===== config.mk =====
export PLATFORM = sky130hd
export DESIGN_NAME = afs_serializer
export DESIGN_NICKNAME = d
export VERILOG_FILES = /design/src/rtl/afs_pkg.sv /design/src/rtl/afs_timer.sv /design/src/rtl/afs_compose.sv /design/src/rtl/afs_serializer.sv
export SDC_FILE = /design/constraint.sdc
export NUM_CORES = 1
export LEC_CHECK = 0
export CAP_MARGIN = 40
export CORE_MARGIN = 5
export CORE_UTILIZATION = 30
export CTS_CLUSTER_SIZE = 24
export DETAILED_ROUTE_END_ITERATION = 10
export DONT_BUFFER_PORTS = 1
export PLACE_DENSITY = 0.52
export SLEW_MARGIN = 40
export SYNTH_ARGS = -nofsm -noshare
export SYNTH_HDL_FRONTEND = slang
export SYNTH_HIERARCHICAL = 1
export SYNTH_SLANG_ARGS = --single-unit
export TNS_END_PERCENT = 1

===== constraint.sdc =====
create_clock -name clk -period 4.7 [get_ports clk]
set_clock_uncertainty 0.2 [all_clocks]
set_input_delay 0 -clock clk [delete_from_list [all_inputs] [get_ports clk]]
set_output_delay 0 -clock clk [all_outputs]
set_load 0.1 [all_outputs]

===== src/rtl/afs_pkg.sv =====
package afs_pkg;
  localparam int AFS_FRAME_BITS = 64;
  localparam int AFS_PW         = $clog2(AFS_FRAME_BITS);
  localparam int AFS_WORD       = 16;

  typedef struct packed {
    logic              ws_pol;
    logic              clk_inv;
    logic              ws_pulse;
    logic [AFS_PW-1:0] ws_pos;
  } afs_line_cfg_t;
endpackage


===== src/rtl/afs_timer.sv =====
module afs_timer #(
  parameter int FRAME_BITS = afs_pkg::AFS_FRAME_BITS,
  localparam int PW = $clog2(FRAME_BITS)
) (
  input  logic          clk,
  input  logic          rst_n,
  output logic          ph_o,
  output logic [PW-1:0] slot_o,
  output logic          last_o
);
  logic          ph_q;
  logic [PW-1:0] slot_q;

  always_ff @(posedge clk) begin
    if (!rst_n) begin
      ph_q   <= 1'b0;
      slot_q <= '0;
    end else begin
      ph_q <= ~ph_q;
      if (ph_q) slot_q <= slot_q + PW'(1);
    end
  end

  assign ph_o   = ph_q;
  assign slot_o = slot_q;
  assign last_o = ph_q && (slot_q == PW'(FRAME_BITS - 1));


  ph_alt_chk: assert property (@(posedge clk) disable iff (!rst_n)
    1'b1 |=> ph_q != $past(ph_q));


  slot_step_chk: assert property (@(posedge clk) disable iff (!rst_n)
    ph_q |=> slot_q == $past(slot_q) + PW'(1));
endmodule


===== src/rtl/afs_compose.sv =====
module afs_compose #(
  parameter int FRAME_BITS = afs_pkg::AFS_FRAME_BITS,
  parameter int WORD       = afs_pkg::AFS_WORD,
  localparam int PW = $clog2(FRAME_BITS),
  localparam int WB = $clog2(WORD)
) (
  input  logic [WORD-1:0]       left_i,
  input  logic [WORD-1:0]       right_i,
  input  logic [WORD-1:0]       cc1_i,
  input  logic [WORD-1:0]       cc2_i,
  input  logic [PW-1:0]         left_pos_i,
  input  logic [PW-1:0]         right_pos_i,
  input  logic [PW-1:0]         cc1_pos_i,
  input  logic [PW-1:0]         cc2_pos_i,
  input  logic                  cc1_en_i,
  input  logic                  cc2_en_i,
  output logic [FRAME_BITS-1:0] frame_o
);
  localparam logic [PW-1:0] WLEN = PW'(WORD);

  for (genvar s = 0; s < FRAME_BITS; s++) begin : g_slot
    logic [PW-1:0] d_l, d_r, d_1, d_2;
    logic          in_l, in_r, in_1, in_2;
    assign d_l  = PW'(s) - left_pos_i;
    assign d_r  = PW'(s) - right_pos_i;
    assign d_1  = PW'(s) - cc1_pos_i;
    assign d_2  = PW'(s) - cc2_pos_i;
    assign in_l = d_l < WLEN;
    assign in_r = d_r < WLEN;
    assign in_1 = cc1_en_i && (d_1 < WLEN);
    assign in_2 = cc2_en_i && (d_2 < WLEN);
    assign frame_o[s] = in_2 ? cc2_i[~d_2[WB-1:0]]
                      : in_1 ? cc1_i[~d_1[WB-1:0]]
                      : in_r ? right_i[~d_r[WB-1:0]]
                      : in_l ? left_i[~d_l[WB-1:0]]
                      : 1'b0;
  end
endmodule


===== src/rtl/afs_serializer.sv =====
module afs_serializer #(
  parameter int FRAME_BITS = afs_pkg::AFS_FRAME_BITS,
  parameter int WORD       = afs_pkg::AFS_WORD,
  localparam int PW = $clog2(FRAME_BITS)
) (
  input  logic            clk,
  input  logic            rst_n,
  input  logic            tx_en_i,
  input  logic            sign_cv_i,
  input  logic            ws_pol_i,
  input  logic            clk_inv_i,
  input  logic            ws_pulse_i,
  input  logic [PW-1:0]   ws_pos_i,
  input  logic [PW-1:0]   left_pos_i,
  input  logic [PW-1:0]   right_pos_i,
  input  logic [PW-1:0]   cc1_pos_i,
  input  logic [PW-1:0]   cc2_pos_i,
  input  logic            cc1_en_i,
  input  logic            cc2_en_i,
  input  logic            cc1_we_i,
  input  logic            cc2_we_i,
  input  logic [WORD-1:0] cc_wdata_i,
  input  logic            smp_valid_i,
  input  logic [2*WORD-1:0] smp_data_i,
  output logic            smp_ready_o,
  input  logic            underrun_clr_i,
  output logic            underrun_o,
  output logic            sck_o,
  output logic            ws_o,
  output logic            sd_o
);
  import afs_pkg::*;

  localparam logic [PW-1:0] HALF = PW'(FRAME_BITS / 2);
  localparam logic [WORD-1:0] MSB_FLIP = {1'b1, {(WORD-1){1'b0}}};

  logic            ph, last;
  logic [PW-1:0]   slot;
  logic [WORD-1:0] cc1_q, cc2_q, left_v, right_v;
  logic [FRAME_BITS-1:0] next_img, img_q;
  afs_line_cfg_t   cfg_q;
  logic            underrun_q, take;
  logic [PW-1:0]   rel;

  afs_timer #(.FRAME_BITS(FRAME_BITS)) timer_i (
    .clk(clk), .rst_n(rst_n), .ph_o(ph), .slot_o(slot), .last_o(last)
  );

  assign smp_ready_o = last && tx_en_i;
  assign take        = smp_ready_o && smp_valid_i;
  assign left_v  = (take ? smp_data_i[2*WORD-1:WORD] : '0) ^ (sign_cv_i ? MSB_FLIP : '0);
  assign right_v = (take ? smp_data_i[WORD-1:0]      : '0) ^ (sign_cv_i ? MSB_FLIP : '0);

  afs_compose #(.FRAME_BITS(FRAME_BITS), .WORD(WORD)) compose_i (
    .left_i(left_v), .right_i(right_v), .cc1_i(cc1_q), .cc2_i(cc2_q),
    .left_pos_i(left_pos_i), .right_pos_i(right_pos_i),
    .cc1_pos_i(cc1_pos_i), .cc2_pos_i(cc2_pos_i),
    .cc1_en_i(cc1_en_i), .cc2_en_i(cc2_en_i), .frame_o(next_img)
  );

  always_ff @(posedge clk) begin
    if (!rst_n) begin
      cc1_q      <= '0;
      cc2_q      <= '0;
      img_q      <= '0;
      cfg_q      <= '0;
      underrun_q <= 1'b0;
    end else begin
      if (cc1_we_i) cc1_q <= cc_wdata_i;
      if (cc2_we_i) cc2_q <= cc_wdata_i;
      if (last) begin
        img_q <= next_img;
        cfg_q <= '{ws_pol: ws_pol_i, clk_inv: clk_inv_i,
                   ws_pulse: ws_pulse_i, ws_pos: ws_pos_i};
      end
      if (smp_ready_o && !smp_valid_i) underrun_q <= 1'b1;
      else if (underrun_clr_i)         underrun_q <= 1'b0;
    end
  end

  assign rel        = slot - cfg_q.ws_pos;
  assign ws_o       = cfg_q.ws_pol ^ (cfg_q.ws_pulse ? (slot == cfg_q.ws_pos) : (rel < HALF));
  assign sck_o      = ph ^ cfg_q.clk_inv;
  assign sd_o       = img_q[slot];
  assign underrun_o = underrun_q;


  ready_edge_chk: assert property (@(posedge clk) disable iff (!rst_n)
    smp_ready_o |=> (slot == '0) && !ph);


  frame_hold_chk: assert property (@(posedge clk) disable iff (!rst_n)
    !last |=> $stable(img_q));


  urun_set_chk: assert property (@(posedge clk) disable iff (!rst_n)
    (smp_ready_o && !smp_valid_i) |=> underrun_o);


  urun_sticky_chk: assert property (@(posedge clk) disable iff (!rst_n)
    (underrun_o && !underrun_clr_i) |=> underrun_o);


  cfg_hold_chk: assert property (@(posedge clk) disable iff (!rst_n)
    !last |=> $stable(cfg_q));
endmodule


; ---- Word level (Yosys, flattened, before mapping)
; Index checks and enable logic that the tools add are counted.
[totals]
elab_cells = 1955
out_inout_bits = 5
inputBits = 91
ff_bits = 113
[classes]
add_sub_neg = 258
eq_ne = 2
n_lt_le_gt_ge = 514
n_mux = 776
n_bitwise = 261
n_reduce_logical = 134
[ops]
columns = cell, count
row1 = $lt A6 B5 Y1 const B, 256
row2 = $lt A4 B5 Y1 const B, 256
row3 = $bmux W1 S4, 256
row4 = $not A4 Y4, 256
row5 = $sub A6 B6 Y6 const A, 128
row6 = $mux W1, 516
row7 = $sub A5 B6 Y6 const A, 64
row8 = $sub A4 B6 Y6 const A, 32
row9 = $logic_and A1 B1 Y1, 132
row10 = $sub A3 B6 Y6 const A, 16
row11 = $mux W16, 3
row12 = $sub A1 B6 Y6 const A, 8
row13 = $sub A2 B6 Y6 const A, 8
row14 = $xor A16 B16 Y16, 2
row15 = $lt A6 B7 Y1 const B, 1
row16 = $add A6 B1 Y6 const B, 1
row17 = $bmux W1 S6, 1
row18 = $eq A6 B6 Y1, 1
row19 = $eq A6 B6 Y1 const B, 1
row20 = $lt A6 B6 Y1 const B, 1
row21 = $sub A6 B6 Y6, 1
row22 = $reduce_bool A2 Y1, 1
row23 = $xor A1 B1 Y1, 2
row24 = $logic_not A1 Y1, 1
row25 = $not A1 Y1, 1

; ---- Longest topological paths before layout
; Gate-level depths: netlist of the first run.
[depth]
ltp_word = 12
mapped_depth = 14
mapped_depth_nobuf = 14

; ---- By module
; The synthesis of the first run kept the hierarchy.
[modules_own_cells]
columns = module, area_per_inst_um2, n_inst, seq_area_each_um2, cells_each
row1 = afs_compose, 11524.8, 1, 0.0, 1456
row2 = afs_serializer, 4895.9, 1, 2122.0, 447
row3 = afs_timer, 306.5, 1, 140.1, 30

; ---- Worst setup path after synthesis of the first run
; Ideal clock, no wire load.
[synth_timing]
kind = register to register
start = register timer_i.slot_q[1], in the netlist timer_i/slot_o[1]
end = register img_q[62]
period_less_slack_ps = 3495
arrival_ps = 3229
path_buffers = 1
required_time_ps = 4435
path_slack_ps = 1205
setup_ps = 65
path_stages_with_launch = 15
path_cell_list = dfxtp_1 ha_1 nand4_1 nor2_1 and3_1 clkbuf_1 and2_1 mux4_2 inv_1 mux4_2 a2111oi_0 a311oi_1 o31ai_1 mux2i_1 nor2b_1
[synth_between]
elab_chain_len = 12
word_cells_on_any_way = 16
cone_classes = eq/ne: 1 / mux: 10 / bitwise: 2 / reduce/logical: 3
[synth_lines]
columns = item, line_no
row1 = start: declaration, afs_timer.sv:12  ; logic [PW-1:0] slot_q;
row2 = start signal: assignment, afs_timer.sv:20  ; if (ph_q) slot_q <= slot_q + PW'(1);
row3 = $eq A6 B6 Y1, afs_timer.sv:26  ; assign last_o = ph_q && (slot_q == PW'(FRAME_BITS - 1));
row4 = $logic_and A1 B1 Y1, afs_timer.sv:26
row5 = net last, afs_serializer.sv:37  ; logic ph, last;
row6 = $logic_and A1 B1 Y1, afs_serializer.sv:49  ; assign smp_ready_o = last && tx_en_i;
row7 = $logic_and A1 B1 Y1, afs_serializer.sv:50  ; assign take = smp_ready_o && smp_valid_i;
row8 = $mux W16, afs_serializer.sv:51  ; assign left_v = (take ? smp_data_i[2*WORD-1:WORD] : '0) ^ (sign_cv_i ? MSB_FLIP : '0);
row9 = $xor A16 B16 Y16, afs_serializer.sv:51
row10 = net left_v[12], afs_serializer.sv:39  ; logic [WORD-1:0] cc1_q, cc2_q, left_v, right_v;
row11 = $bmux W1 S4, afs_compose.sv:35  ; : in_l ? left_i[~d_l[WB-1:0]]
row12 = $mux W1 (not written as such), afs_compose.sv:35
row13 = $mux W1, afs_compose.sv:35
row14 = $mux W1, afs_compose.sv:34  ; : in_r ? right_i[~d_r[WB-1:0]]
row15 = $mux W1, afs_compose.sv:33  ; : in_1 ? cc1_i[~d_1[WB-1:0]]
row16 = $mux W1, afs_compose.sv:32  ; assign frame_o[s] = in_2 ? cc2_i[~d_2[WB-1:0]]
row17 = net next_img[62], afs_serializer.sv:40  ; logic [FRAME_BITS-1:0] next_img, img_q;
row18 = end signal: assignment, afs_serializer.sv:72  ; img_q <= next_img;
row19 = end: declaration, afs_serializer.sv:40
; The timed path passes the listed nets, and every way through them passes these cells. The select of a mux whose other input is x is not followed.
; A chain may end at the register's enable or synchronous reset.

; ---- Final worst setup path of the first run
[layout_timing]
start = register timer_i.slot_q[0], in the netlist timer_i/slot_o[0]
end = register img_q[55]
; Same word-level chain as after synthesis.

==> results_dict.tcl, run 1 <==
set metrics [dict create \
    outcome "finished, final reports clean" \
    clock_path_buffers 2 \
    drtAntennaViolNets 0 \
    synth_xor_area_frac 0.1073 \
    dp.cells 2582 \
    synth.mux.area_fraction 0.2806 \
    tightest_slew_ns 0.9119 \
    rows 86 \
    startpoint_type "flop" \
    hold_viol 0 \
    synthSimpleGateAreaFrac 0.2294 \
    wirelength_microns 72270 \
    critical_path.top_delay_family "simple AND/OR/NAND/NOR gates" \
    ys_ff_latch 113 \
    viasPerCell 5.899 \
    fin_crit_sh 0.9400 \
    grt_pass1_vias 15370 \
    yosysTopAreaCellShare 0.1427 \
    netlist_instances 1933 \
    drv_cap 0 \
    cp-end-kind "flop" \
    synth_top_family_by_area "multiplexers" \
    io_buffers 0 \
    areaGrowthSynthToFinish_pct 11.77 \
    setup_slack_ns 0.2818 \
    p_total_uw 3880 \
    setup_viol 0 \
    wire_per_inst_microns 26.89 \
    cp.arrival_ns 4.59 \
    yosys-top-cells-area "mux4_2, dfxtp_1, mux2i_1, xnor2_1, nor2b_1" \
    relSlewSlack 0.3921 \
    cp.required_ns 4.87 \
    gp_congestion 1.046 \
    synth_top_area_cell "mux4_2" \
    grt_use_total 0.2335 \
    ys_types 79 \
    antenna_found_initial 5 \
    cts_tree "built" \
    grt_first_pass_wirelength_microns 105100 \
    fin_util 0.3387 \
    vias 15860 \
    peakVddDrop_uv 244.2 \
    cts.sinks 113 \
    crit_type "flop to flop" \
    final_common_cell "nor2b_1" \
    drt_iter0_drc 1829 \
    hpwl_microns 54200 \
    dpl_worst_slack_ns 0.5093 \
    die_y_microns 246.1 \
    syn_area_sq_um 16730 \
    power_density_nw_per_um2 207.5 \
    critPathMaxStageDelay_ns 0.58 \
    rsz0062_at_grt "no" \
    async_flop_share 0 \
    drive_gt1_frac 0.1135 \
    maxSlewViolCount 0 \
    start_util 0.3030 \
    dr.pass1.iters 5 \
    coreArea_sq_um 55200 \
    ys.flop_type "dfxtp_1" \
    synth_enable_flop_cells 0 \
    syn-num-nets 2102 \
    cts_buffers 17 \
    htree_levels 4 \
    crit_path_top_delay_cell "dlygate4sd3_1" \
    worst-path-buf-inv 1 \
    ys_warn_count 6 \
    fin_cells 2688 \
    dieArea_sq_um 60580 \
    grt_max_degree 114 \
    mostFrequentLayoutCells "nor2b_1, xnor2_1, mux2i_1" \
    fp.dieW_microns 246.1 \
    root_buffer "clkbuf_16" \
    overflow 0 \
    hold_path_class "input pin to flop" \
    synth_seq_area_share 0.1352 \
    drc_errors 0 \
    worstPathMaxFanout 9 \
    clkTransAtPathRegs_ns 0.06 \
    avgSynthCellArea_sq_um 8.654 \
    ios 96 \
    synth_compound_area_frac 0.1429 \
    maxClockFrequency_ghz 0.2263 \
    setup_tns_ns 0 \
    cp_cell_sequence "ha_1 > nand4_1 > nor2_4 > and3_1 > nand2_1 > xnor2_1 > mux4_2 > mux4_2 > and2_1 > nand3_1 > o2111ai_1 > dlygate4sd3_1 > and2_1 > mux2i_1 > nor2b_1" \
    num-nets-final 2094 \
    clock_latency_ns 0.48 \
    p_leak_uw 0.006446 \
    finalCriticalPeriod_ns 4.418 \
    synth_adder_area_share 0.05834 \
]
-- final timing paths --
path,start,endpoint,slack [ns],cells after the start
hold reg to reg,img_q[37],img_q[37],0.31,2
setup / recovery,timer_i/slot_o[0],img_q[55],0.28,15
setup reg to reg,timer_i/slot_o[0],img_q[55],0.28,15
hold / removal,cc1_pos_i[4],img_q[18],0.01,6
-- routing by layer --
| metal | track usage | part of all wire | up-vias |
|---|---|---|---|
| met5 | 0 | 0.00035 | - |
| met4 | 0.1072 | 0.049 | 4 |
| met3 | 0.05077 | 0.081 | 151 |
| met2 | 0.3766 | 0.46 | 696 |
| met1 | 0.2995 | 0.41 | 7898 |
| li1 | - | - | 7107 |
-- timing repair --
item | in CTS | in global routing
endpoints found under the setup margin | 0 | 1
hold buffers | 72 | 0
gates resized for setup | 0 | 1
setup buffers | 0 | 0
hold endpoints to repair | 113 | 0
-- layout make-up --
class / count / area [sq um]
clock inverter: 14 / 155.1
multi-input combinational: 1633 / 13750
tap: 748 / 935.9
clock buffer: 18 / 439.2
fill: 5716 / 36510
inverter: 73 / 274.0
timing repair buffer: 87 / 873.3
antenna: 2 / 5.005
sequential: 113 / 2263
-- power by group --
part | switching, uW | total [uW] | internal (uW) | leakage [uW]
clock | 568 | 1370 | 798 | 0.000288
combinational | 903 | 1520 | 613 | 0.00524
sequential | 21.6 | 998 | 977 | 0.000917
-- through the flow --
step                      hold WS, ns  instance area (sq um)
after floorplan              -0.07829                  16730
after global placement       -0.05215                  17300
after detailed placement     -0.04783                  17330
after CTS                    0.002041                  18690
after global routing          0.04375                  18690
final                         0.01486                  18700
-- flip-flops by register name, indices dropped and copies added (netlist names) --
signal and flops:
cfg_q 9, timer_i/ph_o 1, timer_i/slot_o 6, cc1_q 16, underrun_o 1, img_q 64, cc2_q 16
-- Yosys cell counts (all sizes together), types with 16 or more instances --
master and number:
mux2i 167, nor2b 167, xnor2 166, nand2 123, mux4 122, dfxtp 113
a21oi 93, ha 78, nor2 73, clkbuf 70, inv 68, o21ai 52
nor3 45, and2 44, buf 44, nand2b 43, xor2 39, a31oi 33
nand3 33, a21boi 25, a211oi 24, nand3b 21, nor3b 21, and3 19
mux2 19, or3 19, nand4 16
-- cell families after synthesis --
group / after synthesis
AND/OR/NAND/NOR: 682
AO/OA/AOI/OAI: 360
multiplexers: 308
XOR/XNOR: 205
buffers and inverters: 187
flip-flops: 113
adder cells (fa/ha/maj): 78
-- worst min-delay path, delay by kind of cell --
kind | cells | cell delay (ns)
AOI/OAI and AO/OA | 2 | 0.23
xor gates and xnor gates | 1 | 0.07
muxes | 1 | 0.10
and+or+nand+nor | 2 | 0.25
Note: power is estimated with default switching activity, not from simulation.
==> run 2: changes to the inputs <==
--- a/config.mk
+++ b/config.mk
@@ -6,8 +6,9 @@
 export NUM_CORES = 1
 export LEC_CHECK = 0
 export CAP_MARGIN = 40
-export CORE_MARGIN = 5
+export CORE_MARGIN = 2
 export CORE_UTILIZATION = 30
+export CTS_BUF_LIST = sky130_fd_sc_hd__clkbuf_8
 export CTS_CLUSTER_SIZE = 24
 export DETAILED_ROUTE_END_ITERATION = 10
 export DONT_BUFFER_PORTS = 1
==> run 2 against run 1 <==
Combinational power is essentially flat. Final cell count grew 0.67%. Die area shrank 4.8%. Total power shrank 11%. Global-route usage grew 1.1 points. Worst setup slack lost 0.0080 ns. Sequential share of layout area is essentially flat. Count of clock-buffer cells in the layout shrank 1. Critical path type unchanged. Critical endpoint is now img_q[35]. Largest cell class unchanged.
==> results_dict.tcl, run 2 (same netlist as run 1, synthesis figures left out) <==
set metrics [dict create \
    place_area_sq_um 17370 \
    largestRegisters "img_q: 64 flops, cc1_q: 16 flops, cc2_q: 16 flops" \
    reg2reg_to "img_q[35]" \
    setup_viol 0 \
    nFillCells 5772 \
    drtAntennaViolNets 0 \
    mostFrequentLayoutCells "nor2b_1, xnor2_1, mux2i_1" \
    grt_max_degree 114 \
    cp_cell_sequence "ha_1 > nand4_1 > nor2_4 > and3_2 > nand2_1 > xnor2_1 > mux4_2 > mux4_2 > a22oi_1 > a211oi_1 > dlygate4sd3_1 > mux2i_1 > nor2b_1" \
    io_buffers 0 \
    drive_gt1_frac 0.1144 \
    maxSlewViolCount 0 \
    die_y_microns 240.1 \
    worstHoldStart "ws_pos_i[1]" \
    setup_tns_ns 0 \
    registers.top_by_ff_count "img_q" \
    ios 96 \
    clock_latency_ns 0.52 \
    vias 15880 \
    whs_path_depth 3 \
    hold_path_class "input pin to flop" \
    crit_path_top_delay_cell "mux4_2" \
    finalCriticalPeriod_ns 4.426 \
    grt_use_total 0.2441 \
    htree_levels 4 \
    final_common_cell "nor2b_1" \
    worstPathMaxFanout 18 \
    viasPerCell 5.867 \
    seq_area_sq_um 2263 \
    cpMostUsedCell "mux4_2" \
    maxClockFrequency_ghz 0.2259 \
    rows 86 \
    reg2regPathDepth 13 \
    drt_iter0_drc 1578 \
    hpwl_microns 53400 \
    areaGrowthSynthToFinish_pct 11.40 \
    wire_per_inst_microns 26.19 \
    clock_path_buffers 2 \
    antenna_found_initial 3 \
    hold_ws_ns 0.02215 \
    power_density_nw_per_um2 185.2 \
    grt_pass1_vias 15280 \
    coreArea_sq_um 55090 \
    largest_register_ffs 64 \
    start_util 0.3036 \
    clkTransAtPathRegs_ns 0.10 \
    worstHoldEndpoint "cfg_q[1]" \
    dr.pass1.iters 5 \
    use_met2 0.3925 \
    crit_type "flop to flop" \
    cts_buffers 17 \
    relSlewSlack 0.3795 \
    peakVddDrop_uv 208.7 \
    cts.sinks 113 \
    reg2reg_from "timer_i/slot_o[0]" \
    startpoint_type "flop" \
    num-nets-final 2114 \
    tightest_slew_ns 0.9224 \
    wirelength_microns 70870 \
    outcome "finished, final reports clean" \
    hold_viol 0 \
    p_leak_uw 0.006417 \
    drc_errors 0 \
    root_buffer "clkbuf_8" \
    overflow 0 \
    final_area_sq_um 18630 \
    multi_input_area_sq_um 13740 \
    drv_cap 0 \
    cp-end-kind "flop" \
    gp_congestion 0.9772 \
    gr-usage-met1 0.3076 \
    grt_use_met3 0.05098 \
    cp.required_ns 4.92 \
    dieArea_sq_um 57660 \
    cp.arrival_ns 4.64 \
    cts_tree "built" \
    fin_crit_sh 0.9417 \
    fp.dieW_microns 240.1 \
    post_cts_buffers 0 \
    antennaDiodeCount 0 \
    critPathMaxStageDelay_ns 0.61 \
    grt_first_pass_wirelength_microns 102800 \
    rsz0062_at_grt "no" \
    top_usage_layer "met2" \
    rrSetupSlack_ns 0.27 \
]
-- run 2: cell types whose count changed in the layout (fill, tap and decap cells not counted), moves of 2 or more --
| cell | before | now |
|---|---|---|
| inv_8 | 0 | 2 |
| dlygate4sd3_1 | 65 | 79 |
| clkinvlp_4 | 2 | 5 |
| bufinv_16 | 2 | 0 |
| buf_4 | 14 | 20 |
| clkinv_4 | 4 | 2 |
| clkbuf_8 | 1 | 17 |
| diode_2 | 2 | 0 |
| clkbuf_16 | 17 | 0 |
| buf_6 | 0 | 2 |
-- run 2: worst max-delay path by stage --
stage / startpoint / to / slack, ns / cells after the start
floorplan: timer_i/slot_o[1] / img_q[62] / 1.21 / 14
global placement: timer_i/slot_o[0] / img_q[54] / 0.61 / 14
detailed placement: timer_i/slot_o[0] / img_q[54] / 0.50 / 14
CTS: timer_i/slot_o[0] / img_q[35] / 0.11 / 13
global route: timer_i/slot_o[0] / img_q[18] / 0.12 / 15
finish: timer_i/slot_o[0] / img_q[35] / 0.27 / 13
-- run 2: cell type report --
class,count,share of cell area
Timing Repair Buffer,107,0.05694
Multi-Input combinational cell,1633,0.7373
Clock inverter,15,0.006782
Tap cell,748,0.05023
Inverter,73,0.01470
Sequential cell,113,0.1215
Clock buffer,17,0.01256
-- run 2: per-stage QoR --
stage | power, uW | setup WS, ns | std cells | util
2_1_floorplan | 2063 | 1.205 | 1933 | -
3_3_place_gp | 2351 | 0.6058 | 2588 | 0.3149
3_5_place_dp | 2364 | 0.5018 | 2588 | 0.3153
4_1_cts | 3423 | 0.1052 | 2705 | 0.3381
5_1_grt | 3587 | 0.1172 | 2706 | 0.3382
6_report | 3452 | 0.2738 | 2706 | 0.3382
-- run 2: power by group --
part           internal, uW  total, uW  leakage, uW  switching [uW]
clock network           377        924     0.000170             547
logic                   626       1530      0.00533             904
registers               975        998     0.000917            22.9
total                  1980       3450      0.00642            1470
-- run 2: critical path: cells and delay by family, from the launching register on --
family / cells / cell delay (ns)
AO/OA/AOI/OAI: 2 / 0.57
XOR/XNOR: 1 / 0.19
buffers and inverters: 1 / 0.58
multiplexers: 3 / 1.29
flip-flops: 1 / 0.35
AND/OR/NAND/NOR: 5 / 0.94
adder cells (fa/ha/maj): 1 / 0.16
-- run 2: repair_timing --
action	in CTS	in global routing
setup endpoints to repair	0	9
hold endpoints to repair	113	0
hold buffers	85	0
resized for setup	0	1
-- run 2: layer usage --
metal,up-vias,wire length [microns]
met5,-,47
met4,6,4068
met3,175,5587
met2,703,32050
met1,7857,29120
li1,7134,-
==> run 3: changes to the inputs <==
--- a/config.mk
+++ b/config.mk
@@ -12,10 +12,8 @@
 export CTS_CLUSTER_SIZE = 24
 export DETAILED_ROUTE_END_ITERATION = 10
 export DONT_BUFFER_PORTS = 1
-export PLACE_DENSITY = 0.52
 export SLEW_MARGIN = 40
 export SYNTH_ARGS = -nofsm -noshare
 export SYNTH_HDL_FRONTEND = slang
 export SYNTH_HIERARCHICAL = 1
 export SYNTH_SLANG_ARGS = --single-unit
-export TNS_END_PERCENT = 1
==> run 3 against run 2 <==
Total power increased by 3.9%. Utilization shrank 0.052 points. Final area fell by 0.15%. Worst setup slack better by 0.18 ns.
==> results_dict.tcl, run 3 (same netlist as run 1, synthesis figures left out) <==
set metrics [dict create \
    dr.pass1.iters 6 \
    grt_use_total 0.2488 \
    rrSetupSlack_ns 0.45 \
    grt_pass1_vias 15050 \
    crit_type "flop to flop" \
    fin_crit_sh 0.9044 \
    power_density_nw_per_um2 192.8 \
    root_buffer "clkbuf_8" \
    start_util 0.3036 \
    fin_cells 2696 \
    overflow 0 \
    worstHoldStart "left_pos_i[5]" \
    finalCriticalPeriod_ns 4.251 \
    cts_tree "built" \
    registers.top_by_ff_count "img_q" \
    dieArea_sq_um 57660 \
    wire_per_inst_microns 26.81 \
    coreArea_sq_um 55090 \
    maxSlewViolCount 0 \
    outcome "finished, final reports clean" \
    gp_congestion 1.043 \
    worstPathMaxFanout 18 \
    pwr-share-comb 0.423 \
    post_cts_buffers 0 \
    worstHoldEndpoint "img_q[31]" \
    reg2reg_from "timer_i/slot_o[1]" \
    hold_path_class "input pin to flop" \
    p_int_uw 2183 \
    reg2regPathDepth 14 \
    ios 96 \
    hpwl_microns 53730 \
    final_common_cell "nor2b_1" \
    die_y_microns 240.1 \
    place_area_sq_um 17380 \
    clock_path_buffers 2 \
    cts_buffers 17 \
    pwr-share-clk 0.299 \
    fp.dieW_microns 240.1 \
    peakVddDrop_uv 182.7 \
    wirelength_microns 72270 \
    clkTransAtPathRegs_ns 0.08 \
    viasPerCell 6.004 \
    clock_latency_ns 0.51 \
    whs_path_depth 5 \
    p_sw_frac 0.3914 \
    drt_iter0_drc 2268 \
    startpoint_type "flop" \
    areaGrowthSynthToFinish_pct 11.23 \
    hold_viol 0 \
    htree_levels 4 \
    drc_errors 0 \
    antenna_found_initial 2 \
    p_leak_uw 0.006416 \
    cp.arrival_ns 4.44 \
    setup_slack_ns 0.4493 \
    dpl_worst_slack_ns 0.4465 \
    rsz0062_at_grt "no" \
    dp.cells 2589 \
    io_buffers 0 \
    hold_ws_ns 0.02377 \
    grt_first_pass_wirelength_microns 104400 \
    tightest_slew_ns 0.8356 \
    drtAntennaViolNets 0 \
    cp.required_ns 4.89 \
    mostFrequentLayoutCells "nor2b_1, xnor2_1, mux2i_1" \
    cp-end-kind "flop" \
    num-nets-final 2101 \
    cts.sinks 113 \
    vias 16190 \
    setup_viol 0 \
    power.switching_uw 1404 \
    drv_cap 0 \
    largest_register_ffs 64 \
    maxClockFrequency_ghz 0.2353 \
    largestRegisters "img_q: 64 flops, cc1_q: 16 flops, cc2_q: 16 flops" \
    rows 86 \
    nFillCells 5746 \
    grt_max_degree 114 \
    power_frac_seq 0.278 \
    setup_tns_ns 0 \
    relSlewSlack 0.4389 \
    final_area_sq_um 18610 \
    reg2reg_to "img_q[7]" \
    drive_gt1_frac 0.1157 \
]
-- run 3: final cells by class --
cell class | count | area, sq um | share of cell area
Inverter | 73 | 274.0 | 0.01473
Clock inverter | 10 | 132.6 | 0.007128
Tap cell | 748 | 935.9 | 0.05030
Sequential cell | 113 | 2263 | 0.1217
Clock buffer | 22 | 302.8 | 0.01627
Antenna cell | 3 | 7.507 | 0.0004035
Timing Repair Buffer | 94 | 947.2 | 0.05091
Multi-Input combinational cell | 1633 | 13740 | 0.7386
-- run 3: repair_timing --
item                                    4_1_cts  5_1_grt
resized for setup                             0        1
hold buffers                                 72        0
hold endpoints to repair                    113        0
endpoints found under the setup margin        0        3
-- run 3: critical path, cell delays in order, from the launching register on --
cell           delay [ns]
dfxtp_1              0.34
ha_1                 0.17
nand4_1              0.20
nor2_4               0.17
and3_2               0.38
nand2_1              0.11
xnor2_1              0.17
mux4_2               0.53
mux2_2               0.30
mux2i_1              0.47
o211ai_1             0.15
o21a_1               0.20
dlygate4sd3_1        0.55
mux2i_1              0.14
nor2b_1              0.06
-- run 3: worst max-delay path by stage --
stage,startpoint,cells past startpoint,end
global placement,timer_i/slot_o[0],13,img_q[9]
finish,timer_i/slot_o[1],14,img_q[7]
CTS,timer_i/slot_o[1],13,img_q[35]
global route,timer_i/slot_o[1],15,img_q[19]
floorplan,timer_i/slot_o[1],14,img_q[62]
detailed placement,timer_i/slot_o[1],14,img_q[54]
-- run 3: stage by stage --
stage,total power [uW],utilization
floorplan,2063,-
global placement,2343,0.3150
detailed placement,2354,0.3155
CTS,3554,0.3377
global route,3722,0.3376
finish,3587,0.3377
-- run 3: power groups by stage --
| stage | clock network [uW] | registers, uW | logic, uW |
|---|---|---|---|
| 2_1_floorplan | 0 | 1010 | 1050 |
| 3_3_place_gp | 0 | 1020 | 1330 |
| 3_5_place_dp | 0 | 1020 | 1330 |
| 4_1_cts | 1080 | 997 | 1470 |
| 5_1_grt | 1120 | 1000 | 1600 |
| 6_report | 1070 | 998 | 1520 |
-- run 3: layer usage --
layer,GRT usage,share of wire,vias to the layer above
li1,-,-,7115
met1,0.3179,0.41,8114
met2,0.3986,0.46,808
met3,0.05006,0.083,149
met4,0.1240,0.053,0
met5,0,0,-
